===== config.mk =====
export PLATFORM = sky130hd
export DESIGN_NAME = cmp_glitch_filter
export DESIGN_NICKNAME = d
export VERILOG_FILES = /design/src/rtl/cgf_pkg.sv /design/src/rtl/cgf_sel_watch.sv /design/src/rtl/cgf_prescaler.sv /design/src/rtl/cgf_qualifier.sv /design/src/rtl/cgf_pin_mux.sv /design/src/rtl/cmp_glitch_filter.sv
export SDC_FILE = /design/constraint.sdc
export NUM_CORES = 1
export LEC_CHECK = 0
export CORE_UTILIZATION = 40
export DETAILED_ROUTE_END_ITERATION = 10
export PLACE_DENSITY_LB_ADDON = 0.08
export SLEW_MARGIN = 20
export SYNTH_ARGS = -nofsm -noshare
export SYNTH_HDL_FRONTEND = slang
export SYNTH_HIERARCHICAL = 1
export SYNTH_SLANG_ARGS = --single-unit

===== constraint.sdc =====
create_clock -name clk -period 1.97 [get_ports clk]
set_input_delay 0.2955 -clock clk [delete_from_list [all_inputs] [get_ports clk]]
set_output_delay 0.2955 -clock clk [all_outputs]
set_load 0.05 [all_outputs]

===== src/rtl/cgf_pkg.sv =====
package cgf_pkg;

    typedef enum logic [1:0] {
        ST_OFF  = 2'd0,
        ST_PASS = 2'd1,
        ST_HOLD = 2'd2,
        ST_QUAL = 2'd3
    } cgf_state_e;

endpackage


===== src/rtl/cgf_sel_watch.sv =====
// Detects a change of either select input relative to the previous edge.
module cgf_sel_watch #(
    parameter int CODE_W = 3,
    parameter int DIV_W  = 2
) (
    input  logic              clk,
    input  logic              rst_n,
    input  logic [CODE_W-1:0] count_sel,
    input  logic [DIV_W-1:0]  div_sel,
    output logic              sel_chg
);
    logic [CODE_W-1:0] count_q;
    logic [DIV_W-1:0]  div_q;

    always_ff @(posedge clk) begin
        if (!rst_n) begin
            count_q <= '0;
            div_q   <= '0;
        end else begin
            count_q <= count_sel;
            div_q   <= div_sel;
        end
    end

    assign sel_chg = (count_sel != count_q) || (div_sel != div_q);

endmodule


===== src/rtl/cgf_prescaler.sv =====
// Sample tick generator: a tick every 2^div_sel clocks; the all-ones code runs at full rate.
module cgf_prescaler #(
    parameter int DIV_W = 2
) (
    input  logic             clk,
    input  logic             rst_n,
    input  logic             run,
    input  logic [DIV_W-1:0] div_sel,
    output logic             tick
);
    localparam int NUM_DIV = 1 << DIV_W;
    localparam int PRE_RAW = NUM_DIV - 2;
    localparam int PRE_W   = (PRE_RAW < 1) ? 1 : PRE_RAW;

    logic [PRE_W-1:0] lim_tbl [NUM_DIV];
    logic [PRE_W-1:0] lim;
    logic [PRE_W-1:0] pcnt;

    for (genvar g = 0; g < NUM_DIV; g++) begin : g_lim
        localparam int L = (g == NUM_DIV - 1) ? 0 : ((1 << g) - 1);
        assign lim_tbl[g] = PRE_W'(L);
    end

    assign lim  = lim_tbl[div_sel];
    assign tick = run && (pcnt == lim);

    always_ff @(posedge clk) begin
        if (!rst_n) begin
            pcnt <= '0;
        end else if (!run || tick) begin
            pcnt <= '0;
        end else begin
            pcnt <= pcnt + 1'b1;
        end
    end

    AST_PRESC_RANGE: assert property (@(posedge clk) disable iff (!rst_n)
        run |-> (pcnt <= lim));

endmodule


===== src/rtl/cgf_qualifier.sv =====
// Consecutive-sample qualification state machine and filtered output register.
module cgf_qualifier
    import cgf_pkg::*;
#(
    parameter int CODE_W = 3
) (
    input  logic              clk,
    input  logic              rst_n,
    input  logic              enable,
    input  logic              sel_chg,
    input  logic              tick,
    input  logic              samp,
    input  logic [CODE_W-1:0] count_sel,
    output logic              filt
);
    localparam int NUM_CODES = 1 << CODE_W;
    localparam int CNT_RAW   = NUM_CODES - 2;
    localparam int CNT_W     = (CNT_RAW < 1) ? 1 : CNT_RAW;

    cgf_state_e       st_q, st_n;
    logic             filt_q, filt_n;
    logic [CNT_W-1:0] cnt_q, cnt_n;
    logic [CNT_W-1:0] need_m1_tbl [NUM_CODES];
    logic [CNT_W-1:0] need_m1;
    logic             bypass;

    // step results for a sample tick while filtering
    cgf_state_e       step_st;
    logic             step_filt;
    logic [CNT_W-1:0] step_cnt;

    for (genvar g = 0; g < NUM_CODES; g++) begin : g_need
        localparam int N1 = (g == 0) ? 0 : ((1 << (g - 1)) - 1);
        assign need_m1_tbl[g] = CNT_W'(N1);
    end

    assign need_m1 = need_m1_tbl[count_sel];
    assign bypass  = (count_sel == '0);

    always_comb begin
        step_st   = ST_HOLD;
        step_filt = filt_q;
        step_cnt  = '0;
        if (samp == filt_q) begin
            step_st = ST_HOLD;              // agreeing sample restarts the run
        end else if (cnt_q == need_m1) begin
            step_filt = samp;               // run complete: accept new level
            step_st   = ST_HOLD;
        end else begin
            step_cnt = cnt_q + 1'b1;
            step_st  = ST_QUAL;
        end
    end

    always_comb begin
        st_n   = st_q;
        filt_n = filt_q;
        cnt_n  = cnt_q;
        if (!enable) begin
            st_n   = ST_OFF;
            filt_n = 1'b0;
            cnt_n  = '0;
        end else if (sel_chg) begin
            st_n  = bypass ? ST_PASS : ST_HOLD;
            cnt_n = '0;
        end else if (bypass) begin
            st_n   = ST_PASS;
            filt_n = samp;
            cnt_n  = '0;
        end else begin
            unique case (st_q)
                ST_OFF, ST_PASS: begin
                    if (tick) begin
                        st_n   = step_st;
                        filt_n = step_filt;
                        cnt_n  = step_cnt;
                    end else begin
                        st_n  = ST_HOLD;
                        cnt_n = '0;
                    end
                end
                ST_HOLD, ST_QUAL: begin
                    if (tick) begin
                        st_n   = step_st;
                        filt_n = step_filt;
                        cnt_n  = step_cnt;
                    end
                end
            endcase
        end
    end

    // state register
    always_ff @(posedge clk) begin
        if (!rst_n) st_q <= ST_OFF;
        else        st_q <= st_n;
    end

    // output and count registers
    always_ff @(posedge clk) begin
        if (!rst_n) begin
            filt_q <= 1'b0;
            cnt_q  <= '0;
        end else begin
            filt_q <= filt_n;
            cnt_q  <= cnt_n;
        end
    end

    assign filt = filt_q;

    AST_OFF_CLEARS: assert property (@(posedge clk) disable iff (!rst_n)
        !enable |=> (!filt_q && st_q == ST_OFF));
    AST_BYPASS_FOLLOW: assert property (@(posedge clk) disable iff (!rst_n)
        (enable && !sel_chg && bypass) |=> (filt_q == $past(samp)));
    AST_CNT_BOUND: assert property (@(posedge clk) disable iff (!rst_n)
        !sel_chg |-> (cnt_q <= need_m1));
    AST_MATCH_RESTART: assert property (@(posedge clk) disable iff (!rst_n)
        (enable && !sel_chg && !bypass && tick && samp == filt_q) |=> (cnt_q == '0));
    AST_NO_TICK_HOLD: assert property (@(posedge clk) disable iff (!rst_n)
        (enable && !sel_chg && !bypass && !tick) |=> $stable(filt_q));
    AST_SEL_RESTART: assert property (@(posedge clk) disable iff (!rst_n)
        (enable && sel_chg) |=> (cnt_q == '0 && $stable(filt_q)));

endmodule


===== src/rtl/cgf_pin_mux.sv =====
// Chooses the pin-facing value between the polarity-corrected raw bit and the filtered bit.
module cgf_pin_mux (
    input  logic pin_sel,
    input  logic raw_pol,
    input  logic filt,
    output logic pin_out
);
    always_comb begin
        unique case (pin_sel)
            1'b0: pin_out = raw_pol;
            1'b1: pin_out = filt;
        endcase
    end
endmodule


===== src/rtl/cmp_glitch_filter.sv =====
module cmp_glitch_filter #(
    parameter int CODE_W = 3,
    parameter int DIV_W  = 2
) (
    input  logic              clk,
    input  logic              rst_n,
    input  logic              enable,
    input  logic              raw_in,
    input  logic [CODE_W-1:0] count_sel,
    input  logic [DIV_W-1:0]  div_sel,
    input  logic              pin_sel,
    input  logic              invert,
    output logic              filt_out,
    output logic              pin_out
);
    logic samp;
    logic sel_chg;
    logic run;
    logic tick;

    assign samp = raw_in ^ invert;   // polarity applied ahead of the filter
    assign run  = enable && !sel_chg && (count_sel != '0);

    cgf_sel_watch #(.CODE_W(CODE_W), .DIV_W(DIV_W)) u_watch (
        .clk       (clk),
        .rst_n     (rst_n),
        .count_sel (count_sel),
        .div_sel   (div_sel),
        .sel_chg   (sel_chg)
    );

    cgf_prescaler #(.DIV_W(DIV_W)) u_presc (
        .clk     (clk),
        .rst_n   (rst_n),
        .run     (run),
        .div_sel (div_sel),
        .tick    (tick)
    );

    cgf_qualifier #(.CODE_W(CODE_W)) u_qual (
        .clk       (clk),
        .rst_n     (rst_n),
        .enable    (enable),
        .sel_chg   (sel_chg),
        .tick      (tick),
        .samp      (samp),
        .count_sel (count_sel),
        .filt      (filt_out)
    );

    cgf_pin_mux u_mux (
        .pin_sel (pin_sel),
        .raw_pol (samp),
        .filt    (filt_out),
        .pin_out (pin_out)
    );

endmodule


Word-level counts from Yosys, hierarchy flattened
Memories as Yosys holds them, arrays and structs flattened.
Cells that the tools add are included.
{"block": "totals", "regBits": 16, "elab_cells": 72, "output_inout_bits": 2, "n_memories": 1, "in_bits": 11, "mem_bits_ro": 48}
{"block": "classes", "n_bitwise": 7, "n_eq_ne": 13, "n_mux": 24, "addsub": 2, "reduce_logical": 17, "magnitude_cmp": 2}
{"name": "(no name shown)", "words": 8, "width": 6, "read_ports": 1, "rd_clocked_by_memory_dff": 0, "write_ports": 0, "line_no": "cgf_qualifier.sv:37", "source": "assign need_m1 = need_m1_tbl[count_sel];"}
{"op": "two-way mux 6 bit", "count": 6}
{"op": "two-way mux 2 bit", "count": 8}
{"op": "case mux 6 bit (2 select lines)", "count": 1}
{"op": "OR reduction 4 bit", "count": 2}
{"op": "adder 6 x 1 -> 6 bit, second input constant", "count": 1}
{"op": "equality test 6 bit", "count": 1}
{"op": "two-way mux 1 bit", "count": 6}
{"op": "!= test 3 x 1 -> 1 bit, second input constant", "count": 2}
{"op": "OR reduction 2 bit", "count": 3}
{"op": "binary-select mux 2 bit (select 2 bit)", "count": 1}
{"op": "equality test 2 bit, second input constant", "count": 2}
{"op": "greater-or-equal comparator 4 bit, second input constant", "count": 1}
{"op": "!= test 4 x 3 -> 1 bit, second input constant", "count": 1}
{"op": "NOT 1 bit", "count": 4}
{"op": "NOT 3 -> 4 bit", "count": 1}
{"op": "case mux 2 bit (2 select lines)", "count": 1}
{"op": "AND reduction 4 bit", "count": 1}
{"op": "greater-or-equal comparator 3 bit, second input constant", "count": 1}
{"op": "logical AND 1 bit", "count": 3}
{"op": "zero test 3 bit", "count": 1}
{"op": "!= test 3 x 2 -> 1 bit, second input constant", "count": 1}
{"op": "!= test 3 bit", "count": 1}
{"op": "NOT 2 -> 3 bit", "count": 1}
{"op": "nonzero test 3 bit", "count": 1}
{"op": "other kinds (12)", "count": 14}

Depth between registers and ports, before layout
{"block": "logic_depth", "depth_word": 11, "ltp_mapped": 10, "mapped_depth_nobuf": 9}

Cells and area by module
Netlist, hierarchy kept.
{"mod": "cgf_qualifier", "area_per_inst_um2": 623.1, "instances": 1, "cells_each": 77}
{"mod": "cgf_sel_watch", "area_per_inst_um2": 185.2, "instances": 1, "cells_each": 17}
{"mod": "cgf_prescaler", "area_per_inst_um2": 117.6, "instances": 1, "cells_each": 13}
{"mod": "cmp_glitch_filter", "area_per_inst_um2": 31.3, "instances": 1, "cells_each": 3}
{"mod": "cgf_pin_mux", "area_per_inst_um2": 15.0, "instances": 1, "cells_each": 1}

Worst setup path after synthesis
OpenSTA, ideal clock, no wires.
{"block": "synth_path", "path_type": "reg-to-reg", "startpoint": "register u_watch.div_q[0]", "endpoint": "register u_qual.cnt_q[1]", "arrival_time_ps": 1861, "required_ps": 1900, "path_slack_ps": 39, "path_buffers": 0, "stages_incl_launch_ff": 10, "path_cell_list": "dfxtp_1 -> xor2_1 -> nor3_1 -> nand3_1 -> nor3b_2 -> and3_2 -> nand2_1 -> nor4_1 -> o21ai_0 -> a21oi_1"}
{"block": "synth_via", "elab_chain_len": 8}
{"element": "start: declaration", "line_no": "cgf_sel_watch.sv:13", "source": "logic [DIV_W-1:0] div_q;"}
{"element": "start signal: assignment", "line_no": "cgf_sel_watch.sv:21", "source": "div_q <= div_sel;"}
{"element": "!= test 2 bit *", "line_no": "cgf_sel_watch.sv:25", "source": "assign sel_chg = (count_sel != count_q) || (div_sel != div_q);"}
{"element": "logical OR 1 bit *", "line_no": "cgf_sel_watch.sv:25"}
{"element": "named net sel_chg", "line_no": "cmp_glitch_filter.sv:17", "source": "logic sel_chg;"}
{"element": "zero test 1 bit *", "line_no": "cmp_glitch_filter.sv:22", "source": "assign run = enable && !sel_chg && (count_sel != '0);"}
{"element": "logical AND 1 bit * (2 in series)", "line_no": "cmp_glitch_filter.sv:22"}
{"element": "named net run", "line_no": "cmp_glitch_filter.sv:18", "source": "logic run;"}
{"element": "logical AND 1 bit *", "line_no": "cgf_prescaler.sv:25", "source": "assign tick = run && (pcnt == lim);"}
{"element": "named net tick", "line_no": "cmp_glitch_filter.sv:19", "source": "logic tick;"}
{"element": "two-way mux 6 bit", "line_no": "cgf_qualifier.sv:73", "source": "if (tick) begin"}
{"element": "case mux 6 bit (2 select lines)", "line_no": "cgf_qualifier.sv:71", "source": "unique case (st_q)"}
{"element": "end signal: assignment", "line_no": "cgf_qualifier.sv:106", "source": "cnt_q <= cnt_n;"}
{"element": "end: declaration", "line_no": "cgf_qualifier.sv:22", "source": "logic [CNT_W-1:0] cnt_q, cnt_n;"}
Mark *: on every way through the listed nets, which the timed path passes. The rest lies on a longest branch.
A chain may end at the register's enable or synchronous reset.

Worst setup path after layout
{"block": "layout_path", "startpoint": "input port count_sel[2]", "endpoint": "register u_qual.cnt_q[2]"}
{"element": "start: declaration", "line_no": "cmp_glitch_filter.sv:9", "source": "input logic [CODE_W-1:0] count_sel,"}
{"element": "!= test 3 bit *", "line_no": "cgf_sel_watch.sv:25"}
{"element": "logical OR 1 bit *", "line_no": "cgf_sel_watch.sv:25"}
{"element": "named net sel_chg", "line_no": "cmp_glitch_filter.sv:17"}
{"element": "zero test 1 bit *", "line_no": "cmp_glitch_filter.sv:22"}
{"element": "logical AND 1 bit * (2 in series)", "line_no": "cmp_glitch_filter.sv:22"}
{"element": "named net run", "line_no": "cmp_glitch_filter.sv:18"}
{"element": "logical AND 1 bit *", "line_no": "cgf_prescaler.sv:25"}
{"element": "named net tick", "line_no": "cmp_glitch_filter.sv:19"}
{"element": "two-way mux 6 bit", "line_no": "cgf_qualifier.sv:73"}
{"element": "case mux 6 bit (2 select lines)", "line_no": "cgf_qualifier.sv:71"}
Mark *: on every way through the listed nets, which the timed path passes. The rest lies on a longest branch. The select of a mux whose other input is x is not followed.

==> impl_metrics.py <==
metrics = {
    "flow_run": {
        "maxCapViolations": 0,
    },
    "worst_setup_path": {
        "regToRegStartpoint": "u_watch/div_q[0]$_SDFF_PN0_",
        "endpoint_kind": "flop",
        "worstPathMaxFanout": 3,
        "reg2reg_depth": 10,
        "critical_path_required_ns": 2.19,
        "worstSetupStartpoint": "count_sel[2]",
        "start_kind": "primary input",
        "r2r_slack_ns": -0.07,
        "worst_r2r_endpoint": "u_qual/cnt_q[2]$_SDFFE_PP0P_",
        "path_class": "primary input to flop",
        "cp_data_arrival_time_ns": 2.27,
    },
    "worst_hold_path": {
        "hp-class": "primary input to flop",
        "holdPathEnd": "u_watch/div_q[0]$_SDFF_PN0_",
        "whs_path_depth": 2,
        "holdCritStartpoint": "div_sel[0]",
    },
    "detailed_routing": {
        "vias_per_cell": 5.354,
        "ant_nets": 0,
        "vias": 937,
        "drt-total-wl_um": 2236,
        "routedWlPerCell_um": 12.78,
        "drtIter0Drc": 16,
        "drc_errors": 0,
        "drt-pass1-iter-count": 4,
    },
    "synth": {
        "synth_area_um2": 972.2,
        "synth_top_family_by_area": "simple AND/OR/NAND/NOR gates",
        "syn_nets": 124,
        "synth.distinct_cells": 43,
        "synth_edf_count": 0,
        "yosysSeqAreaShare_pct": 30.89,
        "synthAdderAreaFrac_pct": 2.574,
        "async_flop_share_pct": 0,
        "synth-xor-area-share_pct": 9.009,
        "synth.area.mux_share_pct": 2.574,
        "synth_top_cells_by_area": "dfxtp_1 (31%), xor2_1 (5.4%), and2_1 (5.1%)",
        "syn_area_per_cell_um2": 8.758,
        "ys_seq_elements": 15,
        "synth_cells": 111,
        "netlist.area_leader.share_pct": 30.89,
        "synth_warnings": 6,
        "synth_compound_area_share_pct": 19.69,
        "synthSimpleGateAreaFrac_pct": 31.79,
        "synth_ff_type": "dfxtp_1",
        "synth_top_area_cell": "dfxtp_1",
    },
    "power": {
        "p_sw_share_pct": 26.38,
        "switchingPower_w": 0.0001656,
        "clkPwrFrac_pct": 28.2,
        "p_leak_nw": 0.5555,
        "ir_drop_v": 0.0003707,
        "intPower_w": 0.0004621,
        "power_frac_seq_pct": 49.8,
        "p_per_area_nw_per_um2": 456.5,
        "combPwrFrac_pct": 22.0,
    },
    "global_routing": {
        "grt_use_total_pct": 19.42,
        "grt_max_degree": 14,
        "grt_overflow_total": 0,
        "grt_pass1_vias": 917,
        "antenna_found_initial": 0,
        "grt_pass1_wl_um": 3850,
    },
    "outcome": {
        "violations": "negative setup slack",
        "status": "finished with violations",
    },
    "clock_network": {
        "tritoncts": "built",
        "cts_buffers": 3,
        "clk_latency_ns": 0.28,
        "clkSlewWorstSetupHoldPaths_ns": 0.09,
        "cts_sinks": 15,
        "h-tree-depth": 1,
        "cts.path.max_buffers": 2,
        "cts_root_buffer": "clkbuf_4",
    },
    "sta": {
        "finalSetupTns_ns": -0.2295,
        "hold_violations": 0,
        "rsz0062_at_grt": "true",
        "clock.fmax_ghz": 0.4898,
        "fin_ws_ns": -0.07184,
        "worst_pin_slew_ns": 0.5031,
        "fin_crit_ns": 2.042,
        "slew_viol_final": 0,
        "finalSetupViolations": 4,
        "finalClockSkew_ns": 0.005025,
        "relSlewSlack_pct": 66.36,
        "fin_crit_sh_pct": 103.6,
    },
    "final_layout": {
        "layout_common_cells": "buf_4 (24), dfxtp_1 (14), nand2_1 (10)",
        "final.fill_count": 217,
        "num_antenna_cells": 0,
        "final_nets": 161,
        "synthToLayoutAreaGrowth_pct": 41.44,
        "final_common_cell": "buf_4",
        "drive_gt1_share_pct": 34.01,
        "utilization_pct": 60.99,
    },
    "floorplanning": {
        "dieArea_um2": 2632,
        "rows": 17,
        "ios": 13,
        "die_y_um": 51.30,
        "core_region_area_um2": 2255,
        "start_util_pct": 43.12,
        "die_w_um": 51.30,
    },
    "placed_design": {
        "gp_congestion": 0.8159,
        "dp_hpwl_um": 1660,
        "pre_cts_slack_ns": -0.5469,
        "portBuffers": 12,
    },
}
==> registers in the layout, indices dropped and copies added, names as in the netlist <==
name / count
u_presc/pcnt: 2
u_qual/cnt_q: 6
u_qual/filt: 1
u_qual/st_q: 1
u_watch/count_q: 3
u_watch/div_q: 2
==> cells by family after synthesis <==
family | after synthesis
DFF | 15
AOI/OAI and AO/OA | 24
and+or+nand+nor | 52
adders and majority gates | 2
xor gates and xnor gates | 10
buffers and inverters | 6
muxes | 2
==> area by class of cell <==
cell class	instances	area (um2)	share of cell area [%]
multi-input cells	90	699.4	50.86
repair buffers	36	305.3	22.20
flip-flops and latches	15	301.5	21.93
well taps	28	35.03	2.548
clock buffers	4	26.28	1.911
inverters	2	7.507	0.5460
==> layer usage <==
metal | vias up | GRT usage, % | share of wire (%) | routed length (um)
met2 | 16 | 33.77 | 50 | 1123
met4 | 0 | 9.459 | 2.3 | 52
met5 | - | 0 | 0 | 0
met3 | 6 | 3.869 | 2.3 | 51
met1 | 439 | 22.48 | 45 | 1009
li1 | 476 | - | - | -
==> per-stage QoR <==
| stage | power (W) | instance area, um2 | instances | hold WS [ns] |
|---|---|---|---|---|
| finish | 0.0006277 | 1375 | 175 | 0.4078 |
| global route | 0.0006555 | 1375 | 175 | 0.4201 |
| CTS | 0.0006324 | 1338 | 176 | 0.4001 |
| detailed placement | 0.0004537 | 1254 | 166 | 0.4888 |
| global placement | 0.0004525 | 1254 | 166 | 0.4837 |
| floorplan | 0.0003841 | 972.2 | 111 | 0.4172 |
==> synthesized netlist by cell type (2+ instances only) <==
master	count
and2_1	8
inv_1	2
nor4_1	2
nor2b_1	2
a211o_1	2
nor3_2	2
xnor2_1	4
nand3b_1	2
buf_1	2
a21oi_1	8
a211oi_1	2
xor2_1	6
nor3_1	3
nor2_1	4
nand2_1	12
dfxtp_1	15
o221ai_1	3
nand3_1	6
ha_1	2
==> worst max-delay path: stages <==
cell	delay (ns)
clkdlybuf4s50_1	0.49
xnor2_1	0.14
nand3_1	0.13
nor3b_2	0.26
and3_4	0.25
nand2_4	0.07
nor4_4	0.27
buf_4	0.16
o22ai_2	0.07
a21oi_2	0.13
==> power by group through the flow <==
stage | Combinational, W | Clock [W] | Sequential (W)
global route | 0.000149 | 0.000193 | 0.000313
global placement | 0.000133 | 0 | 0.000319
CTS | 0.000136 | 0.000184 | 0.000312
floorplan | 0.0000650 | 0 | 0.000319
finish | 0.000138 | 0.000177 | 0.000313
detailed placement | 0.000134 | 0 | 0.000320
==> repair_timing <==
action | 4_1_cts | 5_1_grt
hold buffers | 0 | 0
gates resized for setup | 8 | 10
hold endpoints to repair | 0 | 0
setup endpoints to repair | 7 | 8
pin swaps | 8 | 11
setup buffers | 6 | 1
==> worst max path at each step <==
stage / endpoint / slack (ns) / cells after the start
floorplan: u_qual/cnt_q[1]$_SDFFE_PP0P_ / 0.04 / 9
global placement: u_qual/cnt_q[1]$_SDFFE_PP0P_ / -0.49 / 11
detailed placement: u_qual/cnt_q[2]$_SDFFE_PP0P_ / -0.55 / 11
CTS: u_qual/cnt_q[2]$_SDFFE_PP0P_ / 0.01 / 10
global route: u_qual/cnt_q[2]$_SDFFE_PP0P_ / -0.22 / 10
finish: u_qual/cnt_q[2]$_SDFFE_PP0P_ / -0.07 / 10
Note: power is estimated with default switching activity, not from simulation.
